File: config.mk
export PLATFORM = sky130hd
export DESIGN_NAME = serial_rx_status
export DESIGN_NICKNAME = d
export VERILOG_FILES = /design/src/rtl/rx_status_pkg.sv /design/src/rtl/rx_ctrl.sv /design/src/rtl/rx_datapath.sv /design/src/rtl/serial_rx_status.sv
export SDC_FILE = /design/constraint.sdc
export NUM_CORES = 1
export LEC_CHECK = 0
export BUFFER_PORTS_ARGS = -buffer_cell sky130_fd_sc_hd__buf_4
export CELL_PAD_IN_SITES_DETAIL_PLACEMENT = 0
export CELL_PAD_IN_SITES_GLOBAL_PLACEMENT = 1
export CORE_MARGIN = 3
export CORE_UTILIZATION = 50
export CTS_BUF_LIST = sky130_fd_sc_hd__clkbuf_4
export DETAILED_ROUTE_END_ITERATION = 16
export PLACE_DENSITY = 0.89
export SYNTH_ARGS = -nofsm -noshare
export SYNTH_HDL_FRONTEND = slang
export SYNTH_SLANG_ARGS = --single-unit
File: constraint.sdc
create_clock -name clk -period 2.8 [get_ports clk]
set_input_delay 0 -clock clk [delete_from_list [all_inputs] [get_ports clk]]
set_output_delay 0 -clock clk [all_outputs]
set_load 0.05 [all_outputs]
File: src/rtl/rx_status_pkg.sv
package rx_status_pkg;

  typedef enum logic [2:0] {
    ST_IDLE,
    ST_START,
    ST_DATA,
    ST_NINTH,
    ST_STOP,
    ST_DRAIN
  } rx_state_t;

  // strobes from control to datapath
  typedef struct packed {
    logic shiftIn;
    logic frameDone;
  } rx_strobe_t;

  typedef struct packed {
    logic brk;
    logic frameErr;
    logic ovr;
    logic ready;
  } rx_flags_t;

endpackage

File: src/rtl/rx_ctrl.sv
module rx_ctrl
  import rx_status_pkg::*;
#(
  parameter int unsigned OVERSAMPLE = 16,
  parameter int unsigned DATA_BITS  = 8
) (
  input  logic       clk,
  input  logic       rstN,
  input  logic       sampleTick,
  input  logic       lineIn,
  input  logic       ninthEn,
  output rx_strobe_t strobes
);

  localparam int unsigned CW = $clog2(OVERSAMPLE);
  localparam int unsigned BW = $clog2(DATA_BITS + 1);
  localparam logic [CW-1:0] LAST_TICK = CW'(OVERSAMPLE - 1);
  localparam logic [CW-1:0] MID_TICK  = CW'(OVERSAMPLE / 2 - 1);
  localparam logic [BW-1:0] LAST_BIT  = BW'(DATA_BITS - 1);

  rx_state_t     state;
  logic [CW-1:0] tickCnt;
  logic [BW-1:0] bitIdx;
  logic          bitEnd;

  assign bitEnd = (tickCnt == LAST_TICK);

  always_ff @(posedge clk) begin
    if (!rstN) begin
      state   <= ST_IDLE;
      tickCnt <= '0;
      bitIdx  <= '0;
    end else if (sampleTick) begin
      case (state)
        ST_IDLE: begin
          if (!lineIn) begin
            state   <= ST_START;
            tickCnt <= '0;
          end
        end
        ST_START: begin
          if (tickCnt == MID_TICK) begin
            tickCnt <= '0;
            bitIdx  <= '0;
            state   <= lineIn ? ST_IDLE : ST_DATA;
          end else begin
            tickCnt <= tickCnt + 1'b1;
          end
        end
        ST_DATA: begin
          if (bitEnd) begin
            tickCnt <= '0;
            if (bitIdx == LAST_BIT) state <= ninthEn ? ST_NINTH : ST_STOP;
            else bitIdx <= bitIdx + 1'b1;
          end else begin
            tickCnt <= tickCnt + 1'b1;
          end
        end
        ST_NINTH: begin
          if (bitEnd) begin
            tickCnt <= '0;
            state   <= ST_STOP;
          end else begin
            tickCnt <= tickCnt + 1'b1;
          end
        end
        ST_STOP: begin
          if (bitEnd) begin
            tickCnt <= '0;
            state   <= lineIn ? ST_IDLE : ST_DRAIN;
          end else begin
            tickCnt <= tickCnt + 1'b1;
          end
        end
        ST_DRAIN: begin
          if (lineIn) state <= ST_IDLE;
        end
        default: state <= ST_IDLE;
      endcase
    end
  end

  always_comb begin
    strobes.shiftIn   = sampleTick && (state == ST_DATA) && bitEnd;
    strobes.frameDone = sampleTick && (state == ST_STOP) && bitEnd;
  end

endmodule

File: src/rtl/rx_datapath.sv
module rx_datapath
  import rx_status_pkg::*;
#(
  parameter int unsigned DATA_BITS   = 8,
  parameter int unsigned BREAK_TICKS = 168
) (
  input  logic                 clk,
  input  logic                 rstN,
  input  logic                 sampleTick,
  input  logic                 lineIn,
  input  rx_strobe_t           strobes,
  input  logic                 clrReady,
  input  logic                 clrOvr,
  output logic [DATA_BITS-1:0] rxData,
  output rx_flags_t            flags
);

  localparam int unsigned LW = $clog2(BREAK_TICKS + 2);
  localparam logic [LW-1:0] RUN_MAX = LW'(BREAK_TICKS + 1);
  localparam logic [LW-1:0] RUN_TRIP = LW'(BREAK_TICKS);

  logic [DATA_BITS-1:0] shiftQ;
  logic [LW-1:0]        lowRun;

  always_ff @(posedge clk) begin
    if (!rstN) shiftQ <= '0;
    else if (strobes.shiftIn) shiftQ <= {lineIn, shiftQ[DATA_BITS-1:1]};
  end

  always_ff @(posedge clk) begin
    if (!rstN) begin
      rxData         <= '0;
      flags.ready    <= 1'b0;
      flags.ovr      <= 1'b0;
      flags.frameErr <= 1'b0;
    end else begin
      if (strobes.frameDone) begin
        rxData         <= shiftQ;
        flags.ready    <= 1'b1;
        flags.frameErr <= !lineIn;
      end else if (clrReady) begin
        flags.ready <= 1'b0;
      end
      if (strobes.frameDone && flags.ready) flags.ovr <= 1'b1;
      else if (clrOvr) flags.ovr <= 1'b0;
    end
  end

  always_ff @(posedge clk) begin
    if (!rstN) begin
      lowRun    <= '0;
      flags.brk <= 1'b0;
    end else begin
      if (sampleTick) begin
        if (lineIn) lowRun <= '0;
        else if (lowRun != RUN_MAX) lowRun <= lowRun + 1'b1;
      end
      if (sampleTick && !lineIn && lowRun == RUN_TRIP) flags.brk <= 1'b1;
      else if (strobes.frameDone && lineIn) flags.brk <= 1'b0;
    end
  end

endmodule

File: src/rtl/serial_rx_status.sv
module serial_rx_status
  import rx_status_pkg::*;
#(
  parameter int unsigned OVERSAMPLE  = 16,
  parameter int unsigned DATA_BITS   = 8,
  parameter int unsigned BREAK_TICKS = 168,
  parameter int unsigned SYNC_STAGES = 2
) (
  input  logic       clk,
  input  logic       rstN,
  input  logic       sampleTick,
  input  logic       rxLine,
  input  logic       ninthEn,
  input  logic       regSel,
  input  logic       regWrEn,
  input  logic [7:0] regWrData,
  output logic [7:0] regRdData
);

  localparam int unsigned REG_W = 8;

  logic [SYNC_STAGES-1:0] syncQ;
  logic                   lineSync;
  rx_strobe_t             strobes;
  rx_flags_t              flags;
  logic [DATA_BITS-1:0]   rxData;
  logic                   clrReady;
  logic                   clrOvr;
  logic                   unusedWrBits;

  always_ff @(posedge clk) begin
    if (!rstN) syncQ <= '1;
    else syncQ <= {syncQ[SYNC_STAGES-2:0], rxLine};
  end
  assign lineSync = syncQ[SYNC_STAGES-1];

  assign clrReady     = regWrEn && regSel && !regWrData[0];
  assign clrOvr       = regWrEn && regSel && !regWrData[1];
  assign unusedWrBits = ^regWrData[7:2];

  rx_ctrl #(.OVERSAMPLE(OVERSAMPLE), .DATA_BITS(DATA_BITS)) i_ctrl (
    .clk(clk), .rstN(rstN), .sampleTick(sampleTick), .lineIn(lineSync),
    .ninthEn(ninthEn), .strobes(strobes)
  );

  rx_datapath #(.DATA_BITS(DATA_BITS), .BREAK_TICKS(BREAK_TICKS)) i_dp (
    .clk(clk), .rstN(rstN), .sampleTick(sampleTick), .lineIn(lineSync),
    .strobes(strobes), .clrReady(clrReady), .clrOvr(clrOvr),
    .rxData(rxData), .flags(flags)
  );

  always_comb begin
    if (regSel) regRdData = {4'b0000, flags.brk, flags.frameErr, flags.ovr, flags.ready};
    else regRdData = REG_W'(rxData);
  end

endmodule

==> summary.txt, run 1 <==
Outcome: complete, no violations
Max-cap viol count: 0
DR pass1 iterations: 4
Largest family of logic cells by synthesized area: simple AND/OR/NAND/NOR gates
Most frequent cells in the layout: 41 x dfxtp_1, 27 x nor2_1, 22 x mux2i_1
Hold EP: i_dp.flags[1]
Initial antenna violation count: 0
R2R cell count: 4
Synth Flop Type: dfxtp_1
Inserted Clock Buffers: 5
Source of the worst hold timing path: regWrEn
Fraction of registers with async set or reset after synthesis: 0
Final TNS setup: 0 ns
CTS Buffer Depth: 2
Rel. slew slack: 0.669
CTS clk-pin slew, worst paths: 0.12 ns
Crit end category: register
Chip width: 70.0 um
DR iter-0 viols: 59
Vias per inst: 5.45
DR WL/cell: 13.0 um
Compound-Gate Fraction of Synth Area: 0.112
Syn_area_per_cell: 9.32 um2
R2R Setup Slk: 0.89 ns
Achievable Freq: 524 MHz
I/O Buffers: 16
Grt ovf: 0
RSZ-0062 raised after global routing: no
Fin. Hold Viols: 0
CP Data Required Time: 3.04 ns
CP cell instances: or3b_4, nor2_4, mux2i_1, nor2_1
Hold crit path type: in -> reg
Layout Nets: 259
Synth warn: 0
Layout fillers: 350
CP max FO: 16
Die area: 4910 um2
Vias: 1569
Tmin final: 1.91 ns
# resized after CTS: 0
Synth Area in Simple Gates: 0.243
HPWL after DPL: 2.54 mm
Post-synth cell types: 51
Placed Area: 2140 um2
Final Skew: 0.00997 ns
Register bit count reported by yosys: 41
Synth Area in Adders: 0.0354
Fin. max-slew vios: 0
Starting Density: 0.540
Mapped Nets: 240
Setup Viol. Count Final: 0
First-pass GRT wire length: 6.67 mm
Post-synthesis xor/xnor area fraction: 0.0214
Cell family with most CP delay: simple AND/OR/NAND/NOR gates
Die Ht: 70.0 um
DRT antenna net count: 0
Core area: 3800 um2
Largest net degree at the start of global routing: 28
WHS Path Cells: 4
WP data arrival: 2.15 ns
Crit path buf inv count: 0
Worst R2R End: i_dp.rxData[0]
Critical path's largest stage delay: 0.66 ns
FF-to-FF Start: i_ctrl.state[2]
Layout cell share with drive strength beyond 1: 0.158
Peak VDD IR: 0.285 mV
CTS Sinks: 41
Antenna diodes: 0
DRC Markers: 0
Placer Congestion: 0.776
Layout area overhead: 11.4%
Clock Latency Late Sink: 0.35 ns
CTS root buf: clkbuf_4
Vias in the first global route: 1463
Minimum hold slack: 0.0434 ns
Final WL: 3.76 mm
Register area share after synthesis: 0.400
CP Class: reg -> reg
CTS Hold Bufs: 6
IO Count: 23
Leak: 0.805 nW
Site Rows: 22
Mapped Area: 2050 um2
Pwr Density: 461 nW/um2
Post-synth EDFFs: 0
Commonest non-fill, non-tap cell in the layout: dfxtp_1
CP max stage cell: dfxtp_1
Fin area: 2280 um2
H-Tree Level Count: 2
Final Cycle Share: 0.682
Actual slew at the worst max-slew pin: 0.491 ns
Tot GR Track Use: 0.165
CTS tree: done
Mapped Cells: 220
Startpoint Class: register
Mux cell area share after synthesis: 0.129
Post-CTS Setup Repair Bufs: 0
## power by group
part	leakage [nW]	total, mW	internal (mW)	switching [mW]
Clock	0.0459	0.397	0.200	0.197
Combinational	0.428	0.0622	0.0287	0.0335
Sequential	0.331	0.594	0.587	0.00704
## Yosys cell counts, drive strengths merged (4+ instances only)
library cell,n,area share
dfxtp,41,0.40
nor2,29,0.060
mux2i,22,0.11
nand2,19,0.035
o21ai,10,0.024
a21oi,9,0.022
clkbuf,8,0.034
nand4,6,0.018
a31oi,5,0.015
ha,5,0.031
inv,5,0.0092
nor2b,5,0.015
or3,5,0.016
mux2,4,0.022
nand3,4,0.0098
## routing by layer
metal,track usage,routed length [um]
met5,0,0
met4,0.0511,43
met3,0.0345,107
met2,0.258,1690
met1,0.227,1910
## worst register-to-register path: cells and delay by family (launching register included)
kind	cells	cell delay, ns
and+or+nand+nor	3	0.88
DFF	1	0.66
muxes	1	0.27
## layout make-up
cell class	instances	area, um2	share of cell area
repair buffers	23	188	0.0821
flip-flops and latches	41	821	0.359
clock buffers	6	45.0	0.0197
clock inverters	2	38.8	0.0170
multi-input cells	162	1110	0.486
inverters	6	22.5	0.00986
well taps	48	60.1	0.0263
## flip-flops by register name, summed over array words and instances, names as in the netlist
signal,flops
i_ctrl.tickCnt,4
i_ctrl.bitIdx,4
syncQ,2
i_dp.flags,4
i_dp.shiftQ,8
i_dp.rxData,8
i_dp.lowRun,8
i_ctrl.state,3
## cells by family after synthesis
family	Yosys count
xor gates and xnor gates	5
and+or+nand+nor	90
adders and majority gates	6
DFF	41
muxes	26
buffers and inverters	17
AOI/OAI and AO/OA	35
## metrics by stage
| stage | utilization | cells | worst slack [ns] | power [mW] |
|---|---|---|---|---|
| finish | 0.601 | 288 | 0.891 | 1.05 |
| global route | 0.601 | 288 | 0.746 | 1.09 |
| CTS | 0.601 | 288 | 0.888 | 1.07 |
| detailed placement | 0.564 | 274 | 0.926 | 0.663 |
| global placement | 0.564 | 274 | 0.944 | 0.663 |
| floorplan | - | 220 | 1.32 | 0.648 |
## worst max path at each step
stage,startpoint,to,slack (ns),cells after the start
finish,i_ctrl.state[2],i_dp.rxData[0],0.89,4
global route,i_ctrl.state[1],i_ctrl.bitIdx[1],0.75,4
CTS,i_ctrl.state[2],i_dp.rxData[0],0.89,4
detailed placement,i_ctrl.state[2],i_dp.rxData[1],0.93,4
global placement,i_ctrl.state[2],i_dp.rxData[7],0.94,4
floorplan,i_ctrl.tickCnt[1],i_dp.flags[2],1.32,6
Power figures use the tool's default switching activity.
==> inputs of run 2 (changes only) <==
--- a/config.mk
+++ b/config.mk
@@ -9,10 +9,10 @@
 export CELL_PAD_IN_SITES_DETAIL_PLACEMENT = 0
 export CELL_PAD_IN_SITES_GLOBAL_PLACEMENT = 1
 export CORE_MARGIN = 3
-export CORE_UTILIZATION = 50
+export CORE_UTILIZATION = 46
 export CTS_BUF_LIST = sky130_fd_sc_hd__clkbuf_4
 export DETAILED_ROUTE_END_ITERATION = 16
-export PLACE_DENSITY = 0.89
+export PLACE_DENSITY = 0.83
 export SYNTH_ARGS = -nofsm -noshare
 export SYNTH_HDL_FRONTEND = slang
 export SYNTH_SLANG_ARGS = --single-unit
==> constraint.sdc (replaced) <==
create_clock -name clk -period 1.9 [get_ports clk]
set_input_delay 0 -clock clk [delete_from_list [all_inputs] [get_ports clk]]
set_output_delay 0 -clock clk [all_outputs]
set_load 0.05 [all_outputs]
==> summary.txt, run 2 (synthesis gave the netlist of run 1 again) <==
Clock power frac: 0.363 (-0.014)
Layout Nets: 262 (+1.2%)
RSZ-0062 raised after global routing: no
Crit end category: register
Antenna diodes: 0 (unchanged)
CP Class: reg -> reg
Pwr Density: 656 nW/um2 (+42%)
Achievable Freq: 581 MHz (+11%)
Most frequent cells in the layout: 41 x dfxtp_1, 27 x nor2_1, 22 x mux2i_1
Grt ovf: 0 (unchanged)
Peak VDD IR: 0.509 mV (+78%)
Initial antenna violation count: 0 (unchanged)
Layout cell share with drive strength beyond 1: 0.169 (+0.0104)
Largest net degree at the start of global routing: 25 (-11%)
Vias: 1558 (-0.70%)
Actual slew at the worst max-slew pin: 0.486 ns (-0.00440 ns)
Setup Viol. Count Final: 0 (unchanged)
Hold crit path type: in -> reg
Area of the multi-input gates: 1110 um2 (unchanged)
Vias in the first global route: 1517 (+3.7%)
CTS Sinks: 41 (unchanged)
First-pass GRT wire length: 6.80 mm (+2.0%)
Rel. slew slack: 0.672 (+0.00297)
# resized after CTS: 0 (unchanged)
HPWL after DPL: 2.59 mm (+1.9%)
Post-CTS Setup Repair Bufs: 0 (unchanged)
Layout fillers: 410 (+17%)
Tmin final: 1.72 ns (-0.188 ns)
DRC Markers: 0 (unchanged)
CP Data Required Time: 2.17 ns (-0.87 ns)
Register share of total power: 0.575 (+0.011)
Startpoint Class: register
Net Sw Frac: 0.224 (-0.00163)
Outcome: complete, no violations
Placer Congestion: 0.718 (-7.4%)
Site Rows: 23 (+4.5%)
I/O Buffers: 16 (unchanged)
CTS Buffer Depth: 2 (unchanged)
DRT antenna net count: 0 (unchanged)
Final Skew: 0.0102 ns (+0.000180 ns)
CP max stage cell: dfxtp_1
Layout area overhead: 12.9%
CTS root buf: clkbuf_4
Fin area: 2310 um2 (+1.3%)
Inserted Clock Buffers: 5 (unchanged)
Total chip power: 1.52 mW (+44%)
Vias per inst: 5.32 (-2.4%)
CP max FO: 9 (-7)
Final WL: 3.83 mm (+1.9%)
Starting Density: 0.495 (-0.0450)
IO Count: 23 (unchanged)
FF+latch area: 821 um2 (unchanged)
Die Ht: 72.8 um (+3.9%)
DR WL/cell: 13.1 um (+0.18%)
Fin. Hold Viols: 0 (unchanged)
Psw: 340 uW (+43%)
Final Cycle Share: 0.905 (+0.224)
CP cell instances: buf_4, or3_1, a21o_1, a211oi_4, mux2i_1
Chip width: 72.8 um (+3.9%)
Combinational share of power: 0.062 (+0.003)
Die area: 5300 um2 (+7.9%)
Final TNS setup: 0 ns (unchanged)
CTS clk-pin slew, worst paths: 0.11 ns (about the same)
CTS tree: done
H-Tree Level Count: 2 (unchanged)
Internal: 1.18 mW (+45%)
Biggest regs: i_dp.lowRun (8), i_dp.rxData (8), i_dp.shiftQ (8)
DR iter-0 viols: 85 (+44%)
Max-cap viol count: 0 (unchanged)
Placed Area: 2190 um2 (+2.1%)
Fin. max-slew vios: 0 (unchanged)
Clock Latency Late Sink: 0.34 ns (about the same)
Core area: 4140 um2 (+9.1%)
Commonest non-fill, non-tap cell in the layout: dfxtp_1
WP data arrival: 1.99 ns (-0.16 ns)
Leak: 0.817 nW (+1.5%)
Minimum hold slack: 0.0225 ns (-0.0209 ns)
DR pass1 iterations: 4 (unchanged)
Critical path's largest stage delay: 0.40 ns (-0.26 ns)
Tot GR Track Use: 0.161 (-0.00376)
-- run 2: cell types whose count changed in the layout (fill, tap and decap cells not counted), sizes merged --
cell         delta
clkinvlp        +1
buf             +4
clkbuf          -1
dlygate4sd3     -1
-- run 2: critical path: cells and delay by family (launching register included) --
kind	cells	cell delay [ns]
compound gates	2	0.55
buf+inv	1	0.18
flops	1	0.40
mux	1	0.22
simple gates	1	0.30
-- run 2: power groups by stage --
stage          sequential [mW]  combinational, mW  clock, mW
3_3_place_gp             0.893             0.0853          0
6_report                 0.874             0.0938      0.552
5_1_grt                  0.876              0.104      0.615
3_5_place_dp             0.893             0.0855          0
4_1_cts                  0.874             0.0939      0.580
2_1_floorplan            0.888             0.0668          0
-- run 2: cell type report --
cell class	count	area share
clock inverters	3	0.0178
well taps	50	0.0270
inverters	6	0.00973
flip-flops and latches	41	0.355
multi-input cells	162	0.479
repair buffers	26	0.0951
clock buffers	5	0.0162
-- run 2: final timing paths --
kind / start / endpoint / slack (ns) / cells past startpoint
setup / recovery: i_ctrl.state[1] / i_ctrl.state[0] / 0.18 / 5
hold / removal: regWrData[0] / i_dp.flags[0] / 0.02 / 3
setup reg to reg: i_ctrl.state[1] / i_ctrl.state[0] / 0.18 / 5
hold reg to reg: syncQ[0] / syncQ[1] / 0.44 / 1
-- run 2: what timing repair did --
action	4_1_cts	5_1_grt
hold buffers	5	0
hold endpoints to repair	11	0
setup endpoints to repair	0	0
-- run 2: per-layer routing --
layer,part of all wire,global-route usage
met5,0,0
met3,0.027,0.0331
met1,0.53,0.228
met2,0.43,0.243
met4,0.0068,0.0553
-- run 2: through the flow --
stage	utilization	worst slack, ns	instances
4_1_cts	0.559	0.165	293
5_1_grt	0.559	0.0200	293
3_5_place_dp	0.527	0.206	280
6_report	0.559	0.180	293
3_3_place_gp	0.527	0.208	280
2_1_floorplan	-	0.418	220
==> inputs of run 3 (changes only) <==
--- a/config.mk
+++ b/config.mk
@@ -6,13 +6,11 @@
 export NUM_CORES = 1
 export LEC_CHECK = 0
 export BUFFER_PORTS_ARGS = -buffer_cell sky130_fd_sc_hd__buf_4
-export CELL_PAD_IN_SITES_DETAIL_PLACEMENT = 0
-export CELL_PAD_IN_SITES_GLOBAL_PLACEMENT = 1
 export CORE_MARGIN = 3
-export CORE_UTILIZATION = 46
+export CORE_UTILIZATION = 25
 export CTS_BUF_LIST = sky130_fd_sc_hd__clkbuf_4
 export DETAILED_ROUTE_END_ITERATION = 16
-export PLACE_DENSITY = 0.83
+export PLACE_DENSITY = 0.43
 export SYNTH_ARGS = -nofsm -noshare
 export SYNTH_HDL_FRONTEND = slang
 export SYNTH_SLANG_ARGS = --single-unit
==> summary.txt, run 3 (synthesis gave the netlist of run 1 again) <==
Outcome: complete, no violations
Vias: 1607 (+3.1%)
Post-Layout Cell Count: 347 (+18%)
Final Skew: 0.0163 ns (+0.00618 ns)
FF-to-FF Start: i_ctrl.tickCnt[1]
DR pass1 iterations: 4 (unchanged)
Tmin final: 1.74 ns (+0.0187 ns)
Startpoint Class: register
Chip width: 96.6 um (+33%)
Source of the worst hold timing path: regWrEn
Layout fillers: 880 (+110%)
Achievable Freq: 575 MHz (-1.1%)
Largest net degree at the start of global routing: 22 (-12%)
WHS Path Cells: 4 (+1)
Pwr Density: 605 nW/um2 (-7.9%)
Biggest regs: i_dp.lowRun (8), i_dp.rxData (8), i_dp.shiftQ (8)
Fin. Hold Viols: 0 (unchanged)
Most frequent cells in the layout: 40 x dfxtp_1, 27 x nor2_1, 22 x mux2i_1
Vias in the first global route: 1479 (-2.5%)
CP max FO: 9 (unchanged)
DR iter-0 viols: 134 (+58%)
Starting Density: 0.261 (-0.234)
CTS clk-pin slew, worst paths: 0.14 ns (+0.03 ns)
Max-cap viol count: 0 (unchanged)
Cell Count Post-Placement: 333 (+19%)
I/O Buffers: 16 (unchanged)
Hold crit path type: in -> reg
Fin. max-slew vios: 0 (unchanged)
Initial antenna violation count: 0 (unchanged)
DR WL/cell: 12.4 um (-5.2%)
CP Class: reg -> reg
Slack of the critical path: 0.161 ns (-0.0187 ns)
RSZ-0062 raised after global routing: no
Layout Nets: 264 (+0.76%)
R2R cell count: 5 (unchanged)
HPWL after DPL: 2.90 mm (+12%)
First-pass GRT wire length: 7.19 mm (+5.7%)
Die area: 9330 um2 (+76%)
Setup WS pre-CTS: 0.168 ns (-0.0376 ns)
Layout area overhead: 16.0%
Post-layout util: 0.303 (-0.255)
CP Data Required Time: 2.16 ns (about the same)
Tot GR Track Use: 0.100 (-0.0610)
IO Count: 23 (unchanged)
Post-CTS Setup Repair Bufs: 0 (unchanged)
Vias per inst: 4.63 (-13%)
Layout cell share with drive strength beyond 1: 0.180 (+0.0109)
Commonest non-fill, non-tap cell in the layout: dfxtp_1
Crit end category: register
R2R Setup Slk: 0.16 ns (-0.02 ns)
Hold EP: i_dp.flags[1]
Die Ht: 96.6 um (+33%)
Final Cycle Share: 0.915 (+0.00985)
Peak VDD IR: 0.319 mV (-37%)
Antenna diodes: 0 (unchanged)
Inserted Clock Buffers: 5 (unchanged)
Rel. slew slack: 0.653 (-0.0181)
CTS root buf: clkbuf_4
Total chip power: 1.44 mW (-5.3%)
Setup Viol. Count Final: 0 (unchanged)
FF+latch area: 822 um2 (+0.15%)
H-Tree Level Count: 2 (unchanged)
Worst R2R End: i_dp.shiftQ[0]
Clock Latency Late Sink: 0.37 ns (+0.03 ns)
Grt ovf: 0 (unchanged)
Core area: 7850 um2 (+89%)
Area of the multi-input gates: 1110 um2 (unchanged)
DRC Markers: 0 (unchanged)
Final WL: 4.30 mm (+12%)
WP data arrival: 2.00 ns (about the same)
Final TNS setup: 0 ns (unchanged)
Leak: 0.823 nW (+0.79%)
CTS Buffer Depth: 2 (unchanged)
CTS Sinks: 41 (unchanged)
CTS tree: done
Placer Congestion: 0.700 (-2.6%)
Site Rows: 32 (+39%)
DRT antenna net count: 0 (unchanged)
Actual slew at the worst max-slew pin: 0.513 ns (+0.0267 ns)
-- run 3: metrics by stage --
stage	instance area [um2]	hold slack (ns)
after global routing	2380	0.0621
after floorplan	2050	0.0730
after detailed placement	2260	0.191
after global placement	2260	0.183
final	2380	0.0173
after CTS	2380	0.00854
-- run 3: report_power, final --
part           internal [mW]  switching [mW]
Sequential             0.865         0.00937
Clock                  0.147           0.322
Combinational         0.0435          0.0527
-- run 3: how the worst max path moves through the flow --
stage                                end  slack, ns         startpoint
after floorplan            i_dp.flags[2]       0.42  i_ctrl.tickCnt[1]
after global placement    i_dp.rxData[7]       0.17    i_ctrl.state[2]
after detailed placement  i_dp.rxData[7]       0.17    i_ctrl.state[2]
after CTS                 i_dp.rxData[1]       0.14    i_ctrl.state[2]
after global routing      i_dp.shiftQ[7]       0.04  i_ctrl.tickCnt[0]
final                     i_dp.shiftQ[0]       0.16  i_ctrl.tickCnt[1]
-- run 3: area by class of cell --
| type | instances | area share |
|---|---|---|
| Timing Repair Buffer | 28 | 0.0999 |
| Inverter | 6 | 0.00946 |
| Clock inverter | 3 | 0.00946 |
| Clock buffer | 5 | 0.0158 |
| Sequential cell | 41 | 0.345 |
| Tap cell | 102 | 0.0536 |
| Multi-Input combinational cell | 162 | 0.466 |
-- run 3: per-layer routing --
| layer | vias up | part of all wire | global-route usage |
|---|---|---|---|
| met5 | - | 0 | 0 |
| met4 | 0 | 0.020 | 0.0421 |
| met3 | 8 | 0.033 | 0.0256 |
| met2 | 28 | 0.44 | 0.155 |
| met1 | 744 | 0.51 | 0.132 |
| li1 | 827 | - | - |
-- run 3: critical path, cell delays in order, from the launching register on --
cell     delay (ns)
dfxtp_1        0.41
ha_1           0.21
nand4_1        0.30
nor2_4         0.42
mux2i_1        0.23
nor2_1         0.05
-- run 3: repair_timing --
item,4_1_cts,5_1_grt
endpoints found under the setup margin,0,1
hold buffers,6,0
gates resized for setup,0,1
hold endpoints to repair,12,0
